==> src/rtl/pwr_seq_pkg.sv <==
package pwr_seq_pkg;

  // control register field positions
  localparam int unsigned RUN_BIT = 0;
  localparam int unsigned POL_BIT = 1;

  // strobes from the control module to the pin datapath
  typedef struct packed {
    logic intPdnN;
    logic coreEn;
    logic dzPol;
  } pwrCtl_t;

  // ceiling of hz * us / 1e6
  function automatic int unsigned settle_cycles(longint unsigned hz, longint unsigned us);
    longint unsigned prod;
    prod = hz * us + 64'd999999;
    return 32'(prod / 64'd1000000);
  endfunction

endpackage

==> src/rtl/pwr_seq_ctrl.sv <==
module pwr_seq_ctrl
  import pwr_seq_pkg::*;
#(
  parameter int unsigned SETTLE    = 122880,
  parameter int unsigned ADDR_W    = 4,
  parameter int unsigned DATA_W    = 8,
  parameter int unsigned CTRL_ADDR = 0
) (
  input  logic              clk,
  input  logic              pinPdnN,
  input  logic              wrEn,
  input  logic [ADDR_W-1:0] wrAddr,
  input  logic [DATA_W-1:0] wrData,
  output pwrCtl_t           ctl,
  output logic              wrAccept
);

  localparam int unsigned CNT_W = $clog2(SETTLE + 1);
  localparam logic [CNT_W-1:0] LAST_CNT = CNT_W'(SETTLE - 1);

  logic             syncA;
  logic             syncB;
  logic [CNT_W-1:0] settleCnt;
  logic             settled;
  logic             runBit;
  logic             polBit;
  logic             ctrlWrite;

  // two-flop synchroniser; pin low clears it at once
  always_ff @(posedge clk or negedge pinPdnN) begin
    if (!pinPdnN) begin
      syncA <= 1'b0;
      syncB <= 1'b0;
    end else begin
      syncA <= 1'b1;
      syncB <= syncA;
    end
  end

  // settling counter; the flag releases internal power-down
  always_ff @(posedge clk or negedge pinPdnN) begin
    if (!pinPdnN) begin
      settleCnt <= '0;
      settled   <= 1'b0;
    end else if (syncB && !settled) begin
      settleCnt <= settleCnt + 1'b1;
      if (settleCnt == LAST_CNT) settled <= 1'b1;
    end
  end

  assign wrAccept  = settled;
  assign ctrlWrite = wrEn && settled && (wrAddr == ADDR_W'(CTRL_ADDR));

  // control register
  always_ff @(posedge clk or negedge pinPdnN) begin
    if (!pinPdnN) begin
      runBit <= 1'b0;
      polBit <= 1'b1;
    end else if (ctrlWrite) begin
      runBit <= wrData[RUN_BIT];
      polBit <= wrData[POL_BIT];
    end
  end

  assign ctl.intPdnN = settled;
  assign ctl.coreEn  = settled & runBit;
  assign ctl.dzPol   = polBit;

endmodule

==> src/rtl/pwr_seq_pins.sv <==
module pwr_seq_pins
  import pwr_seq_pkg::*;
#(
  parameter int unsigned LANES = 3
) (
  input  pwrCtl_t          ctl,
  input  logic [LANES-1:0] sdIn,
  input  logic             bclkIn,
  input  logic             lrclkIn,
  input  logic             dzIn,
  output logic [LANES-1:0] sdOut,
  output logic             bclkOut,
  output logic             lrclkOut,
  output logic             dzOut
);

  for (genvar lane = 0; lane < LANES; lane++) begin : gLane
    assign sdOut[lane] = sdIn[lane] & ctl.coreEn;
  end

  assign bclkOut  = bclkIn & ctl.coreEn;
  assign lrclkOut = lrclkIn & ctl.coreEn;
  assign dzOut    = ctl.intPdnN & ~(dzIn ^ ctl.dzPol);

endmodule

==> src/rtl/codec_pwr_seq.sv <==
module codec_pwr_seq
  import pwr_seq_pkg::*;
#(
  parameter int unsigned CLK_HZ    = 12288000,
  parameter int unsigned SETTLE_US = 10000,
  parameter int unsigned LANES     = 3,
  parameter int unsigned ADDR_W    = 4,
  parameter int unsigned DATA_W    = 8,
  parameter int unsigned CTRL_ADDR = 0
) (
  input  logic              clk,
  input  logic              pinPdnN,
  input  logic              wrEn,
  input  logic [ADDR_W-1:0] wrAddr,
  input  logic [DATA_W-1:0] wrData,
  input  logic [LANES-1:0]  sdIn,
  input  logic              bclkIn,
  input  logic              lrclkIn,
  input  logic              dzIn,
  output logic              intPdnN,
  output logic              wrAccept,
  output logic              coreEn,
  output logic              ready,
  output logic [LANES-1:0]  sdOut,
  output logic              bclkOut,
  output logic              lrclkOut,
  output logic              dzOut
);

  localparam int unsigned SETTLE = settle_cycles(CLK_HZ, SETTLE_US);

  pwrCtl_t ctl;

  pwr_seq_ctrl #(
    .SETTLE(SETTLE), .ADDR_W(ADDR_W), .DATA_W(DATA_W), .CTRL_ADDR(CTRL_ADDR)
  ) uCtrl (
    .clk(clk), .pinPdnN(pinPdnN), .wrEn(wrEn), .wrAddr(wrAddr),
    .wrData(wrData), .ctl(ctl), .wrAccept(wrAccept)
  );

  pwr_seq_pins #(.LANES(LANES)) uPins (
    .ctl(ctl), .sdIn(sdIn), .bclkIn(bclkIn), .lrclkIn(lrclkIn), .dzIn(dzIn),
    .sdOut(sdOut), .bclkOut(bclkOut), .lrclkOut(lrclkOut), .dzOut(dzOut)
  );

  assign intPdnN = ctl.intPdnN;
  assign coreEn  = ctl.coreEn;
  assign ready   = ctl.coreEn;

endmodule

==> config.mk <==
export PLATFORM = sky130hd
export DESIGN_NAME = codec_pwr_seq
export DESIGN_NICKNAME = d
export VERILOG_FILES = /design/src/rtl/pwr_seq_pkg.sv /design/src/rtl/pwr_seq_ctrl.sv /design/src/rtl/pwr_seq_pins.sv /design/src/rtl/codec_pwr_seq.sv
export SDC_FILE = /design/constraint.sdc
export NUM_CORES = 1
export LEC_CHECK = 0
export BUFFER_PORTS_ARGS = -buffer_cell sky130_fd_sc_hd__buf_2
export CORE_UTILIZATION = 35
export CTS_CLUSTER_SIZE = 28
export DETAILED_ROUTE_END_ITERATION = 16
export PLACE_DENSITY_LB_ADDON = 0.12
export SETUP_SLACK_MARGIN = 0.4
export SYNTH_ARGS = -nofsm -noshare
export SYNTH_HDL_FRONTEND = slang
export SYNTH_SLANG_ARGS = --single-unit
==> constraint.sdc <==
create_clock -name clk -period 1.5 [get_ports clk]
set_input_delay 0.3 -clock clk [delete_from_list [all_inputs] [get_ports clk]]
set_output_delay 0.3 -clock clk [all_outputs]
set_load 0.05 [all_outputs]
; After elaboration in Yosys (flattened, before gate mapping)
; Cells that the tools add are included.
[totals]
out_inout_bits = 10
elab_cells = 23
reg_bits = 22
input_bits = 21
[classes]
addsub = 1
n_eq_ne = 1
n_bitwise = 9
n_reduce_logical = 6
[ops]
columns = op, count
row1 = $add 17x1->17 const B, 1
row2 = $eq 17x17->1 const B, 1
row3 = $and 1x1->1, 7
row4 = $logic_not 4->1, 1
row5 = $logic_and 1x1->1, 3
row6 = $reduce_and 2->1, 1
row7 = $logic_not 1->1, 1
row8 = $not 1->1, 1
row9 = $xor 1x1->1, 1

; Depth between registers and ports, before layout
; Gate-level depths: netlist (run 1).
[depth]
depth_word = 3
depth_mapped = 5
ltp_nobuf = 5

; Modules after synthesis
; A second synthesis (run 1) with hierarchy kept.
[unflattened]
cells_unflattened = 89
area_unflattened_um2 = 1036.0
[modules_own_cells]
columns = mod, area_per_inst_um2, instances, cells_per_inst, seq_area_each_um2
row1 = pwr_seq_ctrl, 982.2, 1, 81, 551.8
row2 = pwr_seq_pins, 46.3, 1, 7, 0.0
row3 = codec_pwr_seq, 7.5, 1, 1, 0.0

; Worst setup path after synthesis (run 1)
; Ideal clock, no wire load.
[synth_path]
path_type = register -> output
startpoint = reg uCtrl.settled (netlist: uCtrl.wrAccept)
endpoint = out dzOut
path_slack_ns = -0.292
stages_incl_launch_ff = 3
required_time_ns = 1.200
arrival_time_ns = 1.492
cell_sequence = dfrtp_1 -> inv_1 -> nor2_1
[synth_between]
elab_chain_len = 1
[synth_rtl]
columns = element, line_no
row1 = from (decl), pwr_seq_ctrl.sv:24  ; logic settled;
row2 = from (signal assigned), pwr_seq_ctrl.sv:44  ; settled <= 1'b0;
row3 = from (signal assigned), pwr_seq_ctrl.sv:47  ; if (settleCnt == LAST_CNT) settled <= 1'b1;
row4 = $and 1x1->1, pwr_seq_pins.sv:23  ; assign dzOut = ctl.intPdnN & ~(dzIn ^ ctl.dzPol);
row5 = to (decl), codec_pwr_seq.sv:27  ; output logic dzOut
; No other way between the ends.

; Worst setup path in the final report (run 1)
[layout_path]
startpoint = reg uCtrl.polBit
endpoint = out dzOut
[layout_between]
elab_chain_len = 3
[layout_rtl]
columns = element, line_no
row1 = from (decl), pwr_seq_ctrl.sv:26  ; logic polBit;
row2 = from (signal assigned), pwr_seq_ctrl.sv:61  ; polBit <= wrData[POL_BIT];
row3 = $xor 1x1->1, pwr_seq_pins.sv:23
row4 = $not 1->1, pwr_seq_pins.sv:23
row5 = $and 1x1->1, pwr_seq_pins.sv:23
; No other way between the ends.

==> impl_metrics.json, run 1 <==
{
  "status": "finished with violations",
  "violations": "setup timing",
  "cellLeakagePower_nw": 0.815,
  "yosys.area_share.simple": 0.242,
  "hold_viol": 0,
  "finalCritPeriodShare": 1.01,
  "grt_max_degree": 23,
  "cts_tree": "done",
  "muxShareOfSynthArea": 0.0327,
  "synthAdderAreaFrac": 0.0121,
  "synth_area_leaders": "dfrtp_1 51%, xnor2_1 9.3%, and3_2 5.1%",
  "place.gp.congestion": 0.626,
  "timing.fmax_mhz": 660,
  "dr.pass1.iters": 4,
  "critPathSlowestCell": "dfstp_2",
  "clock_path_buffers": 2,
  "avgSynthCellArea_um2": 11.9,
  "synth_compound_area_frac": 0.00485,
  "stdcell_count": 159,
  "drv_cap": 0,
  "track_usage": 0.142,
  "antenna_cells": 0,
  "cp-start-kind": "flop",
  "hold_path.class": "in2reg",
  "clk_pin_slew_worst_paths_ns": 0.11,
  "syn-cell-area_mm2": 0.00103,
  "cp.arrival_ns": 1.21,
  "postRouteAntennaNets": 0,
  "end_kind": "primary output",
  "clock_skew_ns": 0.00298,
  "die_w_um": 56.3,
  "synth.top_cell.area_share": 0.509,
  "dp_slack_ns": 0.113,
  "reg2regPathDepth": 5,
  "drive_above_1_share": 0.586,
  "fin_ws_ns": -0.0145,
  "layout.nets": 151,
  "num_rows": 19,
  "synth.distinct_cells": 25,
  "period_needed_ns": 1.51,
  "finalSetupViolCount": 2,
  "drc": 0,
  "ys_ff_latch": 22,
  "cp_top_family": "flip-flops",
  "path_buf_inv": 1,
  "rsz0062_at_grt": "yes",
  "die_h_um": 56.3,
  "ys_warn_count": 0,
  "synthCells": 87,
  "area_growth_pct": 53.7,
  "overflow": 0,
  "core_region_area_mm2": 0.00278,
  "timing.rr.end": "uCtrl.settleCnt[15]",
  "start_util": 0.371,
  "ir_drop_mv": 1.03,
  "critical_path_depth": 3,
  "rrSetupSlack_ns": 0,
  "wl_per_cell_um": 12.7,
  "syn-num-nets": 109,
  "grt_pass1_vias": 769,
  "critPathLaunch": "uCtrl.polBit",
  "dp.cells": 142,
  "vias_per_cell": 4.79,
  "ys_seq_area_frac": 0.535,
  "grt_pass1_wl_mm": 3.37,
  "vias": 762,
  "synth_top_family_by_area": "simple AND/OR/NAND/NOR gates",
  "antenna_found_initial": 0,
  "htree_levels": 1,
  "path_class": "reg2out",
  "cp_slowest_stage_delay_ns": 0.58,
  "fin_hold_ws_ns": 0.232,
  "reg2reg_from": "uCtrl.wrAccept",
  "min_path_cells": 2,
  "cts_buffers": 3,
  "power_density_mw_per_mm2": 890,
  "clock-root-buffer": "clkbuf_4",
  "drt-total-wl_mm": 2.01,
  "drt_iter0_drc": 5,
  "crit_end": "dzOut",
  "clk_latency_ns": 0.30,
  "critical_path_required_ns": 1.20,
  "clock-sinks": 22,
  "dieArea_mm2": 0.00317,
  "port_buffers": 24,
  "path_cells": "xor2_2, nor2_2, buf_6",
  "yosysTopAreaCell": "dfrtp_1",
  "dpl.hpwl_mm": 1.29,
  "synthXorXnorAreaFrac": 0.144,
  "slew_violations": 0,
  "path_max_fanout": 2,
  "pin_count": 31
}
-- worst min path at each step --
stage / to / startpoint
global route: uCtrl.polBit / wrData[1]
floorplan: uCtrl.runBit / pinPdnN
finish: uCtrl.polBit / wrData[1]
global placement: uCtrl.runBit / pinPdnN
detailed placement: uCtrl.runBit / pinPdnN
CTS: uCtrl.polBit / wrData[1]
-- layout by cell type, fill, tap and decap left out, drive strengths merged --
cell type    Yosys  final
buf              3     39
dfrtp           21     21
xnor2           11     11
and3             9      9
nand4            8      8
nand2            8      8
xor2             6      6
clkbuf           0      4
nor2             4      4
mux2             3      3
and2             2      2
and4             2      2
inv              1      1
nor4             1      1
and4b            1      1
nor2b            1      1
o21ai            1      1
nor3             1      1
and2b            1      1
ha               1      1
dlygate4sd3      0      1
dfstp            1      1
conb             1      1
-- where the power goes --
part           leakage (nW)  total, mW  switching (mW)  internal, mW
sequential            0.284      0.775          0.0916         0.684
combinational         0.510      0.320           0.121         0.199
clock                0.0210      0.318           0.170         0.148
-- layer usage --
| layer | global-route usage | vias up | part of all wire | wire, um |
|---|---|---|---|---|
| met1 | 0.179 | 369 | 0.42 | 836 |
| li1 | - | 380 | - | - |
| met3 | 0.0207 | 2 | 0.024 | 48 |
| met5 | 0 | - | 0 | 0 |
| met4 | 0.0732 | 0 | 0.0089 | 18 |
| met2 | 0.235 | 11 | 0.55 | 1110 |
-- synthesized netlist by cell type, drive strengths merged --
library cell and count:
xnor2 11, dfrtp 21, mux2 3, dfstp 1, and4 2, nor4 1, inv 1, nand4 8
xor2 6, and2b 1, and2 2, nor3 1, ha 1, buf 3, nand2 8, and4b 1
conb 1, nor2 4, o21ai 1, nor2b 1, and3 9
-- metrics by stage --
stage	utilization	total power [mW]	area, um^2	TNS [ns]
final	0.570	1.41	1590	-0.0173
after global routing	0.570	1.51	1590	-0.338
after CTS	0.521	1.35	1450	-0.0659
after detailed placement	0.434	1.00	1210	0
after global placement	0.434	0.993	1210	0
after floorplan	-	0.915	1050	0
-- registers in the layout (all words and copies together) (netlist names) --
signal	count
uCtrl.polBit	1
uCtrl.runBit	1
uCtrl.settleCnt	17
uCtrl.syncA	1
uCtrl.syncB	1
uCtrl.wrAccept	1
-- cell type report --
cell class	count	area, um^2
fillers	227	1190
clock buffers	4	36.3
multi-input cells	61	573
well taps	31	38.8
inverters	1	3.75
flip-flops and latches	22	554
repair buffers	40	380
-- repair_timing --
action | 4_1_cts | 5_1_grt
endpoints found under the hold margin | 21 | 0
setup buffers | 5 | 7
endpoints found under the setup margin | 29 | 30
pin swaps | 12 | 7
gates resized for setup | 46 | 17
hold buffers | 1 | 0
-- cell families (layout without fill, tap and decap cells) --
| logic type | Yosys count | after routing |
|---|---|---|
| AOI/OAI and AO/OA | 1 | 1 |
| xor gates and xnor gates | 17 | 17 |
| adders and majority gates | 1 | 1 |
| buffers and inverters | 4 | 45 |
| DFF | 22 | 22 |
| muxes | 3 | 3 |
| other | 1 | 1 |
| and+or+nand+nor | 38 | 38 |
(Power assumes the default switching activity.)
==> run 2: changes to the inputs <==
- CORE_ASPECT_RATIO: unset -> 0.8
==> run 2 against run 1 <==
  * The flow finishes with violations (hold timing)
  * Sequential cell count did not move
  * Power rose by 11%
  * Global-route usage rose by 0.47 points
  * Combinational power rose by 25%
  * Wire length rose by 7.4%
  * Sequential share of layout area fell by 0.75 points
  * Clock skew rose by 0.0038 ns
  * Core utilization rose by 1.0 points
  * Largest power group unchanged
  * Highest routed layer unchanged
==> impl_metrics.json, run 2 (same netlist as run 1, synthesis figures left out) <==
{
  "hold_path.class": "in2async",
  "final_area_mm2": 0.00162,
  "clk_latency_ns": 0.26,
  "status": "finished with violations",
  "postPlaceCellArea_mm2": 0.00122,
  "overflow": 0,
  "finalSetupViolCount": 0,
  "finalCritPeriodShare": 0.986,
  "cts_tree": "done",
  "clock_path_buffers": 2,
  "path_max_fanout": 3,
  "drive_above_1_share": 0.611,
  "hold_viol": 21,
  "cp.arrival_ns": 1.63,
  "grt_pass1_vias": 783,
  "clk_pin_slew_worst_paths_ns": 0.08,
  "final_common_cell": "dfrtp_1",
  "critical_path_required_ns": 1.65,
  "clock-root-buffer": "clkbuf_8",
  "largest_reg_flops": 17,
  "grt_max_degree": 23,
  "power_density_mw_per_mm2": 969,
  "multi_input_area_um2": 584,
  "antenna_found_initial": 0,
  "num_rows": 17,
  "stdcell_count": 164,
  "hold_buffers": 0,
  "cts_buffers": 3,
  "violations": "hold timing",
  "drt_iter0_drc": 3,
  "end_kind": "flop",
  "period_needed_ns": 1.48,
  "path_class": "reg2reg",
  "grt_pass1_wl_mm": 3.52,
  "start_util": 0.370,
  "dp.cells": 150,
  "place.gp.congestion": 0.716,
  "track_usage": 0.146,
  "dieArea_mm2": 0.00317,
  "timing.fmax_mhz": 676,
  "drc": 0,
  "top_register": "uCtrl.settleCnt",
  "fin_hold_ws_ns": -0.0188,
  "nFillCells": 218,
  "wl_per_cell_um": 13.2,
  "mostFrequentLayoutCells": "20 x dfrtp_1, 14 x buf_2, 9 x buf_6",
  "postRouteAntennaNets": 0,
  "slew_violations": 0,
  "cp-start-kind": "flop",
  "die_w_um": 62.7,
  "vias": 752,
  "clock_skew_ns": 0.00679,
  "dr.pass1.iters": 4,
  "port_buffers": 24,
  "seq_area_um2": 553,
  "dpl.hpwl_mm": 1.29,
  "ir_drop_mv": 0.612,
  "clock-sinks": 22,
  "drv_cap": 0,
  "antenna_cells": 0,
  "htree_levels": 1,
  "drt-total-wl_mm": 2.16,
  "rsz0062_at_grt": "yes",
  "core_region_area_mm2": 0.00279,
  "die_h_um": 50.6,
  "area_growth_pct": 56.7,
  "pin_count": 31,
  "vias_per_cell": 4.59,
  "cellLeakagePower_nw": 0.804,
  "layout.nets": 149
}
[run 2: cell types whose count changed in the layout (fill, tap and decap cells not counted), sizes merged]
cell	before	now
buf	39	38
dlygate4sd3	1	0
[run 2: layout make-up]
type	instances	share of cell area
multi-input combinational	61	0.361
sequential	22	0.342
timing repair buffer	38	0.231
clock buffer	4	0.0340
tap	38	0.0294
inverter	1	0.00232
[run 2: timing repair]
action	in CTS	in global routing
cloned	1	0
setup buffers	7	2
endpoints found under the hold margin	0	0
pin swaps	12	7
gates resized for setup	46	18
endpoints found under the setup margin	29	30
[run 2: path summary, 6_finish.rpt]
path / start / cells past startpoint / end / slack [ns]
worst max-delay path: uCtrl.wrAccept / 5 / uCtrl.settleCnt[15] / 0.02
max in group asynchronous: pinPdnN / 1 / uCtrl.polBit / 1.16
min in group clk: wrData[0] / 2 / uCtrl.runBit / 0.26
worst max register to register: uCtrl.wrAccept / 5 / uCtrl.settleCnt[15] / 0.02
worst min register to register: uCtrl.syncA / 0 / uCtrl.syncB / 0.35
worst min-delay path: pinPdnN / 1 / uCtrl.settleCnt[3] / -0.02
[run 2: power by group]
group          internal [mW]  switching (mW)  total [mW]
clock network          0.234           0.186       0.420
registers              0.684          0.0658       0.750
logic                  0.230           0.169       0.399
total                   1.15           0.420        1.57
[run 2: metrics by stage]
stage                     setup slack, ns  hold WS (ns)  TNS, ns  power [mW]  utilization
after floorplan                    0.0553       0.00441        0       0.915            -
after global placement              0.160         0.298        0        1.01        0.439
after detailed placement            0.154         0.291        0        1.03        0.439
after CTS                          0.0230      0.000503        0        1.52        0.539
after global routing              -0.0433        0.0322   -0.116        1.66        0.581
final                              0.0217       -0.0188        0        1.57        0.581
[run 2: per-layer routing]
layer | wire length [um] | up-vias | track usage
met5 | 0 | - | 0
met4 | 8 | 0 | 0.0233
met3 | 107 | 2 | 0.0500
met2 | 1100 | 19 | 0.261
met1 | 942 | 358 | 0.173
li1 | - | 373 | -
[run 2: critical path, stage by stage (launching register included)]
cell and delay [ns]:
dfrtp_2 0.44, buf_6 0.12, and4b_2 0.31, and4_4 0.26, nand4_1 0.10, xnor2_1 0.14
==> run 3: changes to the inputs <==
- RECOVER_POWER: unset -> 100
==> run 3 against run 2 <==
  * Hold slack improved by 0.25 ns
  * Wire length is the same
  * Sequential share of layout area increased by 1.9 points
  * Critical path type unchanged
  * Clock power about the same
  * Largest cell class unchanged
  * Critical endpoint unchanged
  * Clock-buffer cell count unchanged
  * The flow now finishes without violations
  * Final cell count unchanged
==> impl_metrics.json, run 3 (same netlist as run 1, synthesis figures left out) <==
{
  "finalCritPeriodShare": 0.986,
  "drive_above_1_share": 0.556,
  "area_growth_pct": 48.4,
  "rrSetupSlack_ns": 0.02,
  "final_common_cell": "dfrtp_1",
  "utilization": 0.550,
  "rsz0062_at_grt": "yes",
  "power_density_mw_per_mm2": 1020,
  "clk_latency_ns": 0.26,
  "maxSlewHeadroom": 0.252,
  "path_max_fanout": 3,
  "antenna_cells": 0,
  "path_buf_inv": 1,
  "path_cells": "buf_6, and4b_2, and4_4, nand4_1, xnor2_1",
  "layout.nets": 149,
  "period_needed_ns": 1.48,
  "track_usage": 0.146,
  "crit_end": "uCtrl.settleCnt[15]",
  "place.gp.congestion": 0.716,
  "start_util": 0.370,
  "grt_pass1_vias": 783,
  "num_rows": 17,
  "cp.arrival_ns": 1.63,
  "port_buffers": 24,
  "clock_skew_ns": 0.00663,
  "die_h_um": 50.6,
  "timing.fmax_mhz": 676,
  "fin_hold_ws_ns": 0.229,
  "vias_per_cell": 4.59,
  "largest_reg_flops": 17,
  "htree_levels": 1,
  "total_power_mw": 1.56,
  "critPathSlowestCell": "dfrtp_2",
  "overflow": 0,
  "top_register": "uCtrl.settleCnt",
  "drv_cap": 0,
  "core_region_area_mm2": 0.00279,
  "ir_drop_mv": 0.612,
  "finalSetupViolCount": 0,
  "reg2regPathDepth": 5,
  "mostFrequentLayoutCells": "20 x dfrtp_1, 13 x buf_6, 13 x buf_2",
  "critPathLaunch": "uCtrl.wrAccept",
  "drc": 0,
  "clk_pin_slew_worst_paths_ns": 0.08,
  "end_kind": "flop",
  "dieArea_mm2": 0.00317,
  "postPlaceCellArea_mm2": 0.00122,
  "clock-sinks": 22,
  "cellLeakagePower_nw": 0.764,
  "cp_top_family": "simple AND/OR/NAND/NOR gates",
  "cp-start-kind": "flop",
  "wl_per_cell_um": 13.2,
  "clock-root-buffer": "clkbuf_8",
  "cp_slowest_stage_delay_ns": 0.44,
  "slew_violations": 0,
  "dr.pass1.iters": 4,
  "postRouteAntennaNets": 0,
  "drt_iter0_drc": 3,
  "pin_count": 31,
  "dpl.hpwl_mm": 1.29,
  "hold_buffers": 0,
  "die_w_um": 62.7,
  "hold_path.class": "in2async",
  "critical_path_depth": 5,
  "cts_buffers": 3,
  "critical_path_required_ns": 1.65,
  "worst_pin_slew_ns": 1.12,
  "timing.rr.end": "uCtrl.settleCnt[15]",
  "drt-total-wl_mm": 2.16,
  "vias": 752,
  "reg2reg_from": "uCtrl.wrAccept",
  "cts_tree": "done",
  "path_class": "reg2reg",
  "final_area_mm2": 0.00153,
  "antenna_found_initial": 0,
  "clock_path_buffers": 2,
  "grt_max_degree": 23,
  "grt_pass1_wl_mm": 3.52,
  "status": "finished, final reports clean",
  "hold_viol": 0
}
run 3: cell count changes in the layout (fill, tap and decap cells not counted), moves of 2 or more:
cell,previous run,this run
clkbuf_1,0,5
buf_6,9,13
buf_8,7,1
buf_12,3,1
run 3: metal layers:
| layer | global-route usage | vias up | part of all wire |
|---|---|---|---|
| met5 | 0 | - | 0 |
| met4 | 0.0233 | 0 | 0.0037 |
| met3 | 0.0500 | 2 | 0.055 |
| met2 | 0.261 | 19 | 0.51 |
| met1 | 0.173 | 360 | 0.43 |
| li1 | - | 371 | - |
run 3: through the flow:
stage / std cells / TNS (ns) / setup slack, ns
floorplan: 87 / 0 / 0.0553
global route: 164 / -0.0702 / -0.0433
finish: 164 / 0 / 0.0216
detailed placement: 150 / 0 / 0.154
CTS: 162 / 0 / 0.0230
global placement: 150 / 0 / 0.160
run 3: timing repair:
action                                  CTS  global route
endpoints found under the setup margin   29            30
gates resized for setup                  46            18
gates cloned                              1             0
pin swaps                                12             7
buffers inserted                          7             2
run 3: layout make-up:
class / instances / area (um^2)
inverter: 1 / 3.75
fill: 244 / 1250
tap: 38 / 47.5
sequential: 22 / 553
timing repair buffer: 38 / 300
clock buffer: 4 / 55.1
multi-input combinational: 61 / 572
run 3: how the worst min path moves through the flow:
stage	startpoint	to	slack (ns)	cells past startpoint
after floorplan	pinPdnN	uCtrl.runBit	0.004	0
after global placement	pinPdnN	uCtrl.settleCnt[3]	0.30	1
after detailed placement	pinPdnN	uCtrl.settleCnt[4]	0.29	1
after CTS	pinPdnN	uCtrl.settleCnt[4]	0.0005	1
after global routing	wrData[0]	uCtrl.runBit	0.26	2
final	pinPdnN	uCtrl.settleCnt[3]	0.23	1
run 3: power breakdown:
group | internal (mW) | switching [mW] | total, mW
clock network | 0.234 | 0.186 | 0.420
registers | 0.684 | 0.0657 | 0.750
logic | 0.221 | 0.168 | 0.389
